[config.mk]
export PLATFORM = sky130hd
export DESIGN_NAME = eeprom3w_master
export DESIGN_NICKNAME = d
export VERILOG_FILES = /design/src/rtl/eep3w_pkg.sv /design/src/rtl/eep3w_clkdiv.sv /design/src/rtl/eep3w_datareg.sv /design/src/rtl/eep3w_sdin_sync.sv /design/src/rtl/eep3w_engine.sv /design/src/rtl/eeprom3w_master.sv
export SDC_FILE = /design/constraint.sdc
export NUM_CORES = 1
export LEC_CHECK = 0
export BUFFER_PORTS_ARGS = -buffer_cell sky130_fd_sc_hd__clkbuf_2
export CAP_MARGIN = 20
export CORE_MARGIN = 2
export CORE_UTILIZATION = 50
export CTS_CLUSTER_SIZE = 8
export DETAILED_ROUTE_END_ITERATION = 8
export PLACE_DENSITY = 0.85
export SLEW_MARGIN = 20
export SYNTH_ARGS = -nofsm -noshare
export SYNTH_HDL_FRONTEND = slang
export SYNTH_HIERARCHICAL = 1
export SYNTH_SLANG_ARGS = --single-unit
[constraint.sdc]
create_clock -name clk -period 2.5 [get_ports clk]
set_clock_uncertainty 0.15 [all_clocks]
set_input_delay 0.375 -clock clk [delete_from_list [all_inputs] [get_ports clk]]
set_output_delay 0.375 -clock clk [all_outputs]
set_load 0.03 [all_outputs]
[src/rtl/eep3w_pkg.sv]
package eep3w_pkg;

    localparam int unsigned DATA_W   = 8;
    localparam int unsigned CNT_W    = 4;
    localparam int unsigned MAX_BITS = DATA_W;

    // control byte bit positions
    localparam int unsigned CTL_WFR  = 7;
    localparam int unsigned CTL_BUSY = 6;
    localparam int unsigned CTL_HIZ  = 5;
    localparam int unsigned CTL_RD   = 4;

    // register addresses
    localparam logic [1:0] ADDR_CTRL = 2'd0;
    localparam logic [1:0] ADDR_DATA = 2'd1;
    localparam logic [1:0] ADDR_CS   = 2'd2;

    typedef enum logic [2:0] {
        ST_IDLE,
        ST_SCK_LO,
        ST_SCK_HI,
        ST_WAIT_RDY,
        ST_FINISH
    } eng_state_t;

    typedef struct packed {
        logic             wfr;
        logic             hiz;
        logic             rd;
        logic [CNT_W-1:0] cnt;
    } cmd_t;

    function automatic cmd_t decode_ctrl(input logic [DATA_W-1:0] b);
        cmd_t c;
        c.wfr = b[CTL_WFR];
        c.hiz = b[CTL_HIZ];
        c.rd  = b[CTL_RD];
        c.cnt = (b[CNT_W-1:0] > CNT_W'(MAX_BITS)) ? CNT_W'(MAX_BITS) : b[CNT_W-1:0];
        return c;
    endfunction

endpackage

[src/rtl/eep3w_clkdiv.sv]
module eep3w_clkdiv #(
    parameter int unsigned HALF = 4
) (
    input  logic clk,
    input  logic rst_n,
    input  logic run,
    output logic tick
);

    localparam int unsigned W = (HALF > 1) ? $clog2(HALF) : 1;
    localparam logic [W-1:0] RELOAD = W'(HALF - 1);

    logic [W-1:0] cnt_q;

    always_ff @(posedge clk or negedge rst_n) begin
        if (!rst_n) begin
            cnt_q <= RELOAD;
        end else if (!run || cnt_q == '0) begin
            cnt_q <= RELOAD;
        end else begin
            cnt_q <= cnt_q - 1'b1;
        end
    end

    assign tick = run && (cnt_q == '0);

    p_tick_needs_run_r2: assert property (@(posedge clk) disable iff (!rst_n)
        !run |=> (cnt_q == RELOAD));

endmodule

[src/rtl/eep3w_datareg.sv]
module eep3w_datareg
    import eep3w_pkg::*;
(
    input  logic              clk,
    input  logic              rst_n,
    input  logic              load,
    input  logic [DATA_W-1:0] load_val,
    input  logic              shift_en,
    input  logic              shift_in,
    output logic [DATA_W-1:0] q
);

    always_ff @(posedge clk or negedge rst_n) begin
        if (!rst_n) begin
            q <= '0;
        end else if (load) begin
            q <= load_val;
        end else if (shift_en) begin
            q <= {q[DATA_W-2:0], shift_in};
        end
    end

    p_no_load_during_shift_r10: assert property (@(posedge clk) disable iff (!rst_n)
        !(load && shift_en));

endmodule

[src/rtl/eep3w_sdin_sync.sv]
module eep3w_sdin_sync (
    input  logic clk,
    input  logic rst_n,
    input  logic sd_in,
    output logic sd_s,
    output logic sd_rise
);

    logic meta_q, sync_q, prev_q;

    always_ff @(posedge clk or negedge rst_n) begin
        if (!rst_n) begin
            meta_q <= 1'b0;
            sync_q <= 1'b0;
            prev_q <= 1'b0;
        end else begin
            meta_q <= sd_in;
            sync_q <= meta_q;
            prev_q <= sync_q;
        end
    end

    assign sd_s    = sync_q;
    assign sd_rise = sync_q && !prev_q;

endmodule

[src/rtl/eep3w_engine.sv]
module eep3w_engine
    import eep3w_pkg::*;
(
    input  logic clk,
    input  logic rst_n,
    input  logic start,
    input  cmd_t cmd_in,
    input  logic tick,
    input  logic sd_s,
    input  logic sd_rise,
    output logic busy,
    output logic sck,
    output logic sd_oe,
    output logic irq,
    output logic shift_en,
    output logic shift_in,
    output logic div_run,
    output cmd_t cmd_q
);

    eng_state_t       state, state_n;
    logic [CNT_W-1:0] bits_left;
    logic             sck_q, oe_q, irq_q;
    logic             last_bit, wait_armed_in, wait_armed_q;

    assign last_bit      = (bits_left == CNT_W'(1));
    assign wait_armed_in = cmd_in.wfr && cmd_in.hiz;
    assign wait_armed_q  = cmd_q.wfr && cmd_q.hiz;

    // next-state logic
    always_comb begin
        state_n = state;
        unique case (state)
            ST_IDLE: begin
                if (start) begin
                    if (cmd_in.cnt != '0)  state_n = ST_SCK_LO;
                    else if (wait_armed_in) state_n = ST_WAIT_RDY;
                    else                    state_n = ST_FINISH;
                end
            end
            ST_SCK_LO: begin
                if (tick) state_n = ST_SCK_HI;
            end
            ST_SCK_HI: begin
                if (tick) begin
                    if (!last_bit)         state_n = ST_SCK_LO;
                    else if (wait_armed_q) state_n = ST_WAIT_RDY;
                    else                   state_n = ST_FINISH;
                end
            end
            ST_WAIT_RDY: begin
                if (sd_rise) state_n = ST_FINISH;
            end
            ST_FINISH: begin
                state_n = ST_IDLE;
            end
            default: state_n = ST_IDLE;
        endcase
    end

    // state register
    always_ff @(posedge clk or negedge rst_n) begin
        if (!rst_n) state <= ST_IDLE;
        else        state <= state_n;
    end

    // registered outputs and command context
    always_ff @(posedge clk or negedge rst_n) begin
        if (!rst_n) begin
            sck_q     <= 1'b0;
            oe_q      <= 1'b1;
            irq_q     <= 1'b0;
            bits_left <= '0;
            cmd_q     <= '0;
        end else begin
            sck_q <= (state_n == ST_SCK_HI);
            irq_q <= (state == ST_FINISH);
            if (state == ST_IDLE && start) begin
                cmd_q     <= cmd_in;
                bits_left <= cmd_in.cnt;
                oe_q      <= (cmd_in.cnt == '0) ? !cmd_in.hiz : !cmd_in.rd;
            end else begin
                if (state == ST_SCK_LO && tick && last_bit && cmd_q.hiz)
                    oe_q <= 1'b0;
                if (state == ST_SCK_HI && tick)
                    bits_left <= bits_left - 1'b1;
            end
        end
    end

    assign busy     = (state != ST_IDLE);
    assign sck      = sck_q;
    assign sd_oe    = oe_q;
    assign irq      = irq_q;
    assign div_run  = (state == ST_SCK_LO) || (state == ST_SCK_HI);
    assign shift_en = cmd_q.rd ? (state == ST_SCK_LO && tick) : (state == ST_SCK_HI && tick);
    assign shift_in = cmd_q.rd ? sd_s : 1'b0;

    p_irq_one_cycle_r9: assert property (@(posedge clk) disable iff (!rst_n)
        irq |=> !irq);
    p_irq_at_busy_fall_r9: assert property (@(posedge clk) disable iff (!rst_n)
        irq |-> (!busy && $past(busy)));
    p_sck_low_when_idle_r2: assert property (@(posedge clk) disable iff (!rst_n)
        !busy |-> !sck);
    p_bits_bounded_r2: assert property (@(posedge clk) disable iff (!rst_n)
        bits_left <= CNT_W'(MAX_BITS));
    p_read_line_released_r6: assert property (@(posedge clk) disable iff (!rst_n)
        (busy && cmd_q.rd && cmd_q.cnt != '0) |-> !sd_oe);
    p_wait_only_when_armed_r8: assert property (@(posedge clk) disable iff (!rst_n)
        (state == ST_WAIT_RDY) |-> (cmd_q.hiz && cmd_q.wfr && !sd_oe));

endmodule

[src/rtl/eeprom3w_master.sv]
module eeprom3w_master
    import eep3w_pkg::*;
#(
    parameter int unsigned SYS_CLK_HZ = 4_000_000,
    parameter int unsigned SCK_HZ     = 500_000
) (
    input  logic       clk,
    input  logic       rst_n,
    input  logic       reg_we,
    input  logic [1:0] reg_addr,
    input  logic [7:0] reg_wdata,
    output logic [7:0] reg_rdata,
    output logic       sck,
    output logic       sd_out,
    output logic       sd_oe,
    input  logic       sd_in,
    output logic       cs,
    output logic       irq
);

    localparam int unsigned HALF_RAW = SYS_CLK_HZ / (2 * SCK_HZ);
    localparam int unsigned HALF     = (HALF_RAW < 1) ? 1 : HALF_RAW;

    logic              busy, tick, div_run, shift_en, shift_in;
    logic              sd_s, sd_rise, cs_q;
    logic              ctrl_wr, data_wr, start;
    logic [DATA_W-1:0] data_q;
    cmd_t              cmd_q;

    assign ctrl_wr = reg_we && (reg_addr == ADDR_CTRL);
    assign data_wr = reg_we && (reg_addr == ADDR_DATA);
    assign start   = ctrl_wr && !busy;

    eep3w_clkdiv #(.HALF(HALF)) u_div (
        .clk  (clk),
        .rst_n(rst_n),
        .run  (div_run),
        .tick (tick)
    );

    eep3w_sdin_sync u_sync (
        .clk    (clk),
        .rst_n  (rst_n),
        .sd_in  (sd_in),
        .sd_s   (sd_s),
        .sd_rise(sd_rise)
    );

    eep3w_datareg u_data (
        .clk     (clk),
        .rst_n   (rst_n),
        .load    (data_wr && !busy),
        .load_val(reg_wdata),
        .shift_en(shift_en),
        .shift_in(shift_in),
        .q       (data_q)
    );

    eep3w_engine u_eng (
        .clk     (clk),
        .rst_n   (rst_n),
        .start   (start),
        .cmd_in  (decode_ctrl(reg_wdata)),
        .tick    (tick),
        .sd_s    (sd_s),
        .sd_rise (sd_rise),
        .busy    (busy),
        .sck     (sck),
        .sd_oe   (sd_oe),
        .irq     (irq),
        .shift_en(shift_en),
        .shift_in(shift_in),
        .div_run (div_run),
        .cmd_q   (cmd_q)
    );

    always_ff @(posedge clk or negedge rst_n) begin
        if (!rst_n)                                  cs_q <= 1'b0;
        else if (reg_we && reg_addr == ADDR_CS)      cs_q <= reg_wdata[0];
    end

    always_comb begin
        unique case (reg_addr)
            ADDR_CTRL: reg_rdata = {cmd_q.wfr, busy, cmd_q.hiz, cmd_q.rd, cmd_q.cnt};
            ADDR_DATA: reg_rdata = data_q;
            ADDR_CS:   reg_rdata = {7'd0, cs_q};
            default:   reg_rdata = 8'd0;
        endcase
    end

    assign sd_out = data_q[DATA_W-1];
    assign cs     = cs_q;

    p_ctrl_ignored_busy_r10: assert property (@(posedge clk) disable iff (!rst_n)
        (busy && ctrl_wr) |=> $stable(cmd_q));
    p_data_ignored_busy_r10: assert property (@(posedge clk) disable iff (!rst_n)
        (busy && data_wr && !shift_en) |=> $stable(data_q));
    p_cs_engine_free_r11: assert property (@(posedge clk) disable iff (!rst_n)
        !(reg_we && reg_addr == ADDR_CS) |=> $stable(cs));

endmodule

==> results.txt, run 1 <==
----------------------------------------------------
[Timing]
  Minimum clock period after layout ... 2400 ps
  RSZ-0062 raised after global routing ... false
  Final slew viol count ... 0
  Total setup violations reported at the end of the flow ... 0
  Final hold violation count ... 0
  Measured slew at the worst slew-check pin ... 755 ps
  Max frequency ... 0.417 GHz
  Worst relative slew slack ... 0.497
  Final total negative setup slack ... 0 ps
  Final period util ... 0.959

[Route]
  DRC marker count from the first detailed-route iteration ... 64
  Via count ... 1,386
  Routed wirelength normalized by instance count ... 14.2 µm
  Total length of routed wires ... 3660 µm
  Number of nets with antenna violations after detailed routing ... 0
  Number of detailed-routing iterations run before antenna repair ... 4
  Post-detailed-route DRC marker count ... 0
  Vias per std cell ... 5.37

[Power]
  Worst IR drop on VDD ... 0.000358 V
  Power per standard cell area ... 965 mW/mm²
  Leakage Power ... 0.000936 µW

[Finish]
  Most common cell after layout, fill and taps aside ... sky130_fd_sc_hd__nand2_1
  Final non-filler cell total ... 258
  Fin nets ... 229
  N_diodes ... 0
  Synthesis-to-finish area growth ... 17.0%
  Highest-count cells in the layout ignoring fill and taps ... sky130_fd_sc_hd__nand2_1, sky130_fd_sc_hd__dfrtp_1, sky130_fd_sc_hd__clkbuf_2
  Fraction of final layout cells with drive strength greater than 1 ... 0.255

[Logic synthesis]
  Synthesized net count ... 194
  Post-synthesis async set-or-reset flop share ... 1.00
  Primary flip-flop cell chosen by synthesis mapping ... sky130_fd_sc_hd__dfrtp_1
  Syn_area_per_cell ... 9.63 µm²
  Netlist area before placement ... 0.00170 mm²
  Sequential area share after synthesis ... 0.457
  Syn Inst Count ... 177
  FF+latch count, synth ... 31
  Number of flops mapped to enable cells by yosys ... 0
  Synthesis Warnings ... 6
  Count of distinct cell types in the synthesized netlist ... 38

[Clock tree]
  Later-pin clock latency in the skew report ... 330 ps
  TritonCTS clock tree ... built
  Root Driver ... sky130_fd_sc_hd__clkbuf_4
  Max clock buf depth ... 2
  Level count of the clock H-tree ... 2
  Total CTS buffers ... 5
  Clock Pin Slew Worst Setup and Hold Paths ... 100 ps
  Clock Sink Count ... 31

[Hold path]
  Startpoint of the tightest hold check path ... reg_wdata[6]
  Number of cells on the worst hold path ... 3
  Worst hold path class ... in2reg
  Hold Path End ... u_data/q[6]

[Worst setup path]
  Largest fanout of any net on the critical path ... 8
  Reg2reg start ... u_eng/state[0]
  Worst reg2reg setup slack ... 100 ps
  Critical register-to-register path endpoint ... u_eng/bits_left[3]
  Worst path required time ... 2560 ps
  Worst endpoint data arrival time ... 2460 ps
  Worst Reg-to-Reg Cells ... 6
  Worst Path Class, Setup ... reg2reg
  Setup crit start kind ... register
  Nature of the critical path endpoint ... register

[Die]
  Die Wd ... 62.4 µm
  Effective utilization at floorplan ... 0.515
  Number of placement rows ... 21
  Top-level port count ... 27
  Core Region ... 0.00331 mm²
  Die Height ... 62.4 µm
  Die area ... 0.00389 mm²

[Global routing]
  Total track usage ... 0.207
  Pin count of the biggest net entering global routing ... 32
  Final global-route overflow total ... 0
  Wire length of the first global-routing pass ... 6230 µm
  Number of global-route vias before repair ... 1,360
  Initial antenna violation count ... 0

[Run status]
  Status ... completed

[Run]
  Max Cap Violations ... 0

[Placed design]
  Routability congestion estimate from global placement ... 0.863
  Total half-perimeter wirelength after legalization and detailed placement ... 2720 µm
  Dpl cells ... 247
  Number of buffer cells added on primary ports ... 26

----------------------------------------------------
-- routing by layer --
| layer | track usage | part of all wire | vias up |
|---|---|---|---|
| met2 | 0.351 | 0.49 | 31 |
| met5 | 0 | 0 | - |
| li1 | - | - | 674 |
| met4 | 0.0583 | 0.0074 | 0 |
| met3 | 0.0667 | 0.042 | 3 |
| met1 | 0.257 | 0.46 | 678 |
-- worst max path at each step --
| stage | from | endpoint | slack, ps | depth (start not counted) |
|---|---|---|---|---|
| after global routing | u_eng/state[0] | u_eng/bits_left[3] | 3 | 6 |
| after floorplan | u_eng/state[0] | u_eng/state[2] | -10 | 7 |
| final | u_eng/state[0] | u_eng/bits_left[3] | 100 | 6 |
| after detailed placement | u_eng/state[0] | u_eng/bits_left[2] | 70 | 6 |
| after CTS | u_eng/state[0] | u_eng/bits_left[2] | 50 | 6 |
| after global placement | u_eng/state[0] | u_eng/bits_left[2] | 100 | 6 |
-- synthesized netlist by cell type (all sizes together), types with 3 or more instances --
master	number	share of area
nand2	33	0.073
dfrtp	28	0.41
mux2i	18	0.11
o21ai	15	0.044
nor2	14	0.032
inv	7	0.015
buf	6	0.032
and2	5	0.018
nor2b	5	0.023
clkbuf	4	0.0088
nand3b	4	0.018
dfstp	3	0.046
ha	3	0.022
mux2	3	0.022
nand2b	3	0.011
nand3	3	0.0088
-- cell type report --
| type | instances | area (µm²) |
|---|---|---|
| Fill cell | 309 | 1320 |
| Clock buffer | 6 | 51.3 |
| Inverter | 7 | 26.3 |
| Sequential cell | 31 | 779 |
| Timing Repair Buffer | 38 | 225 |
| Multi-Input combinational cell | 129 | 848 |
| Tap cell | 46 | 57.6 |
| Clock inverter | 1 | 5.00 |
-- sequential cells by signal, indices dropped and copies added, names as in the netlist --
signal	cells
u_eng/sd_oe	1
u_div/cnt_q	2
u_sync/prev_q	1
u_sync/meta_q	1
u_data/q	8
u_eng/sck	1
u_eng/bits_left	4
u_eng/cmd_q	7
cs	1
u_sync/sd_s	1
u_eng/irq	1
u_eng/state	3
-- where the power goes --
group / switching, µW / total (µW) / internal (µW)
combinational: 456 / 777 / 321
sequential: 150 / 850 / 700
clock: 166 / 296 / 130
total: 773 / 1920 / 1150
-- logic make-up after synthesis --
logic type | count (synthesis) | share of synthesized area
simple gates | 79 | 0.242
flops | 31 | 0.457
compound gates | 26 | 0.0947
mux | 21 | 0.128
buf+inv | 17 | 0.0565
fa+ha+maj | 3 | 0.0220
-- through the flow --
| step | total power (µW) | util | cell area [µm²] | hold WS, ps | setup slack [ps] |
|---|---|---|---|---|---|
| after floorplan | 1420 | - | 1730 | -70.6 | -12.7 |
| after global placement | 1590 | 0.574 | 1900 | 184 | 98.0 |
| after detailed placement | 1630 | 0.574 | 1900 | 186 | 74.3 |
| after CTS | 1930 | 0.598 | 1980 | 88.1 | 47.4 |
| after global routing | 2070 | 0.602 | 1990 | 89.6 | 2.80 |
| final | 1920 | 0.602 | 1990 | 91.8 | 102 |
-- worst max-delay path, cell delays in order, from the launching register on --
cell and delay, ps:
sky130_fd_sc_hd__dfrtp_1 390, sky130_fd_sc_hd__or3_4 420, sky130_fd_sc_hd__nor4b_4 310, sky130_fd_sc_hd__or4b_4 550, sky130_fd_sc_hd__and2_1 190, sky130_fd_sc_hd__o21ai_0 170, sky130_fd_sc_hd__o211ai_1 110
-- repair_timing --
action                                  4_1_cts  5_1_grt
gates resized for setup                       0        2
hold buffers                                  2        0
setup buffers                                 0        2
endpoints found under the hold margin        29        0
endpoints found under the setup margin        0        2
Note: power is estimated with default switching activity, not from simulation.
==> run 2: changes to the inputs <==
Settings changed: PLACE_DENSITY 0.85 to 0.84.
==> run 2 against run 1 <==
Die area unchanged; via count is 0.22% higher; non-clock buffer count unchanged; maximum frequency grew 1.2%; clock power up 1%; power decreased by 0.15%; first-iteration DRC count shrank 3.1%; sequential power barely moved; worst hold slack improved by 2.9 ps; critical path type unchanged.
==> results.txt, run 2 (synthesis results as in run 1) <==
----------------------------------------------------
[Route]
  Via count ... 1,389 (+0.22%)
  DRC marker count from the first detailed-route iteration ... 62 (-3.1%)
  Post-detailed-route DRC marker count ... 0 (unchanged)
  Routed wirelength normalized by instance count ... 13.3 µm (-6.2%)
  Total length of routed wires ... 3440 µm (-5.8%)
  Number of nets with antenna violations after detailed routing ... 0 (unchanged)
  Number of detailed-routing iterations run before antenna repair ... 5 (+1)
  Vias per std cell ... 5.36 (-0.17%)

[Clock tree]
  Later-pin clock latency in the skew report ... 330 ps (about the same)
  Clock Pin Slew Worst Setup and Hold Paths ... 90 ps (about the same)
  Clock Sink Count ... 31 (unchanged)
  Max clock buf depth ... 2 (unchanged)
  Root Driver ... sky130_fd_sc_hd__clkbuf_4
  Total CTS buffers ... 5 (unchanged)
  Level count of the clock H-tree ... 2 (unchanged)
  TritonCTS clock tree ... built

[Timing]
  Worst relative slew slack ... 0.499 (+0.00244)
  RSZ-0062 raised after global routing ... false
  Final period util ... 0.948 (-0.0110)
  Final slew viol count ... 0 (unchanged)
  Final hold violation count ... 0 (unchanged)
  Total setup violations reported at the end of the flow ... 0 (unchanged)
  Final total negative setup slack ... 0 ps (unchanged)
  Minimum clock period after layout ... 2370 ps (-27.5 ps)
  Post-route setup slack ... 129 ps (+27.5 ps)
  Measured slew at the worst slew-check pin ... 751 ps (-3.67 ps)
  Max frequency ... 0.422 GHz (+1.2%)

[Worst setup path]
  Top Family by Delay on Critical Path ... simple AND/OR/NAND/NOR gates
  Worst stage delay on the critical path ... 530 ps (-20 ps)
  Critical Path Slowest Stage Cell ... sky130_fd_sc_hd__or4b_4
  Worst path required time ... 2610 ps (+50 ps)
  Crit-path cells ... or3_4 -> nor4b_4 -> or4b_4 -> buf_4 -> buf_4 -> o21ai_0
  Most used cell, CP ... sky130_fd_sc_hd__buf_4
  Reg2reg start ... u_eng/state[0]
  Worst setup path start ... u_eng/state[0]
  Setup crit start kind ... register
  Number of buffers and inverters on the critical path ... 2 (+2)
  Nature of the critical path endpoint ... register
  Worst reg2reg setup slack ... 130 ps (+30 ps)
  Worst Path Class, Setup ... reg2reg
  Worst endpoint data arrival time ... 2480 ps (+20 ps)
  Largest fanout of any net on the critical path ... 5 (-3)

[Run]
  Max Cap Violations ... 0 (unchanged)

[Finish]
  Area occupied by registers ... 779 µm² (unchanged)
  Most common cell after layout, fill and taps aside ... sky130_fd_sc_hd__nand2_1
  Fin nets ... 229 (unchanged)
  Final non-filler cell total ... 259 (+0.39%)
  Synthesis-to-finish area growth ... 17.5%
  Area of the multi-input gates ... 853 µm² (+0.59%)
  Largest registers ranked by flip-flop count ... u_data/q (8), u_eng/cmd_q (7), u_eng/bits_left (4)
  Number of flip-flops in the largest register ... 8 (unchanged)
  N_diodes ... 0 (unchanged)
  Number of filler cells placed in the layout ... 298 (-3.6%)
  Register bank with the most flops ... u_data/q
  Highest-count cells in the layout ignoring fill and taps ... sky130_fd_sc_hd__nand2_1, sky130_fd_sc_hd__dfrtp_1, sky130_fd_sc_hd__clkbuf_2
  Fraction of final layout cells with drive strength greater than 1 ... 0.263 (+0.00819)

[Power]
  Leakage Power ... 0.000939 µW (+0.26%)
  Power per standard cell area ... 960 mW/mm² (-0.58%)
  Final Total Pwr ... 1920 µW (-0.15%)
  Worst IR drop on VDD ... 0.000489 V (+37%)

[Placed design]
  Dpl cells ... 247 (unchanged)
  Number of buffer cells added on primary ports ... 26 (unchanged)
  Total half-perimeter wirelength after legalization and detailed placement ... 2530 µm (-7.1%)
  Routability congestion estimate from global placement ... 0.838 (-2.9%)
  Post-Place Setup Slack ... 53.5 ps (-20.9 ps)

[Die]
  Die Height ... 62.4 µm (unchanged)
  Die Wd ... 62.4 µm (unchanged)
  Core Region ... 0.00331 mm² (unchanged)
  Die area ... 0.00389 mm² (unchanged)
  Effective utilization at floorplan ... 0.515 (unchanged)
  Number of placement rows ... 21 (unchanged)
  Top-level port count ... 27 (unchanged)

[Global routing]
  Initial antenna violation count ... 0 (unchanged)
  Total track usage ... 0.198 (-0.00937)
  Wire length of the first global-routing pass ... 6030 µm (-3.2%)
  Number of global-route vias before repair ... 1,324 (-2.6%)
  Pin count of the biggest net entering global routing ... 32 (unchanged)
  Final global-route overflow total ... 0 (unchanged)

[Hold path]
  Startpoint of the tightest hold check path ... reg_wdata[6]
  Worst hold path class ... in2reg

[Run status]
  Status ... completed

----------------------------------------------------
## run 2: changes by cell type in the layout (fill, tap and decap cells not counted)
cell / change
sky130_fd_sc_hd__a21oi_1: -1
sky130_fd_sc_hd__a21oi_2: +1
sky130_fd_sc_hd__o21ai_1: +1
sky130_fd_sc_hd__and2_1: -1
sky130_fd_sc_hd__clkbuf_1: +1
sky130_fd_sc_hd__o21ai_0: -1
sky130_fd_sc_hd__and2_2: +1
## run 2: layer usage
metal,vias up,GRT usage,share of wire
li1,680,-,-
met1,672,0.262,0.45
met2,32,0.314,0.49
met3,5,0.0559,0.047
met4,0,0.0694,0.012
met5,-,0,0
## run 2: layout make-up
cell class,instances,area share
timing repair buffer,38,0.113
sequential,31,0.389
inverter,7,0.0131
tap,46,0.0287
multi-input combinational,129,0.426
clock buffer,7,0.0275
clock inverter,1,0.00250
## run 2: power by group
group	internal, µW	switching (µW)
clock network	136	164
logic	325	447
registers	700	149
total	1160	760
## run 2: final timing paths
| kind | endpoint | cells past startpoint |
|---|---|---|
| max | u_eng/sd_oe | 6 |
| min | u_data/q[6] | 3 |
| max reg2reg | u_eng/sd_oe | 6 |
| min reg2reg | u_sync/sd_s | 0 |
| max in group asynchronous | u_data/q[3] | 2 |
| min in group asynchronous | cs | 2 |
## run 2: per-stage QoR
stage | area (µm²) | hold slack [ps] | util
2_1_floorplan | 1730 | -70.6 | -
3_3_place_gp | 1900 | 184 | 0.574
3_5_place_dp | 1900 | 187 | 0.574
4_1_cts | 1980 | 78.5 | 0.599
5_1_grt | 2000 | 104 | 0.605
6_report | 2000 | 94.7 | 0.605
## run 2: tightest hold or removal path: cells and delay by family
kind / cells / cell delay, ps
buffers and inverters: 1 / 80
AOI/OAI and AO/OA: 1 / 50
and+or+nand+nor: 1 / 40
## run 2: repair_timing
action	4_1_cts	5_1_grt
hold buffers	2	0
hold endpoints to repair	29	0
buffers inserted	0	2
gates resized for setup	0	5
endpoints found under the setup margin	0	10
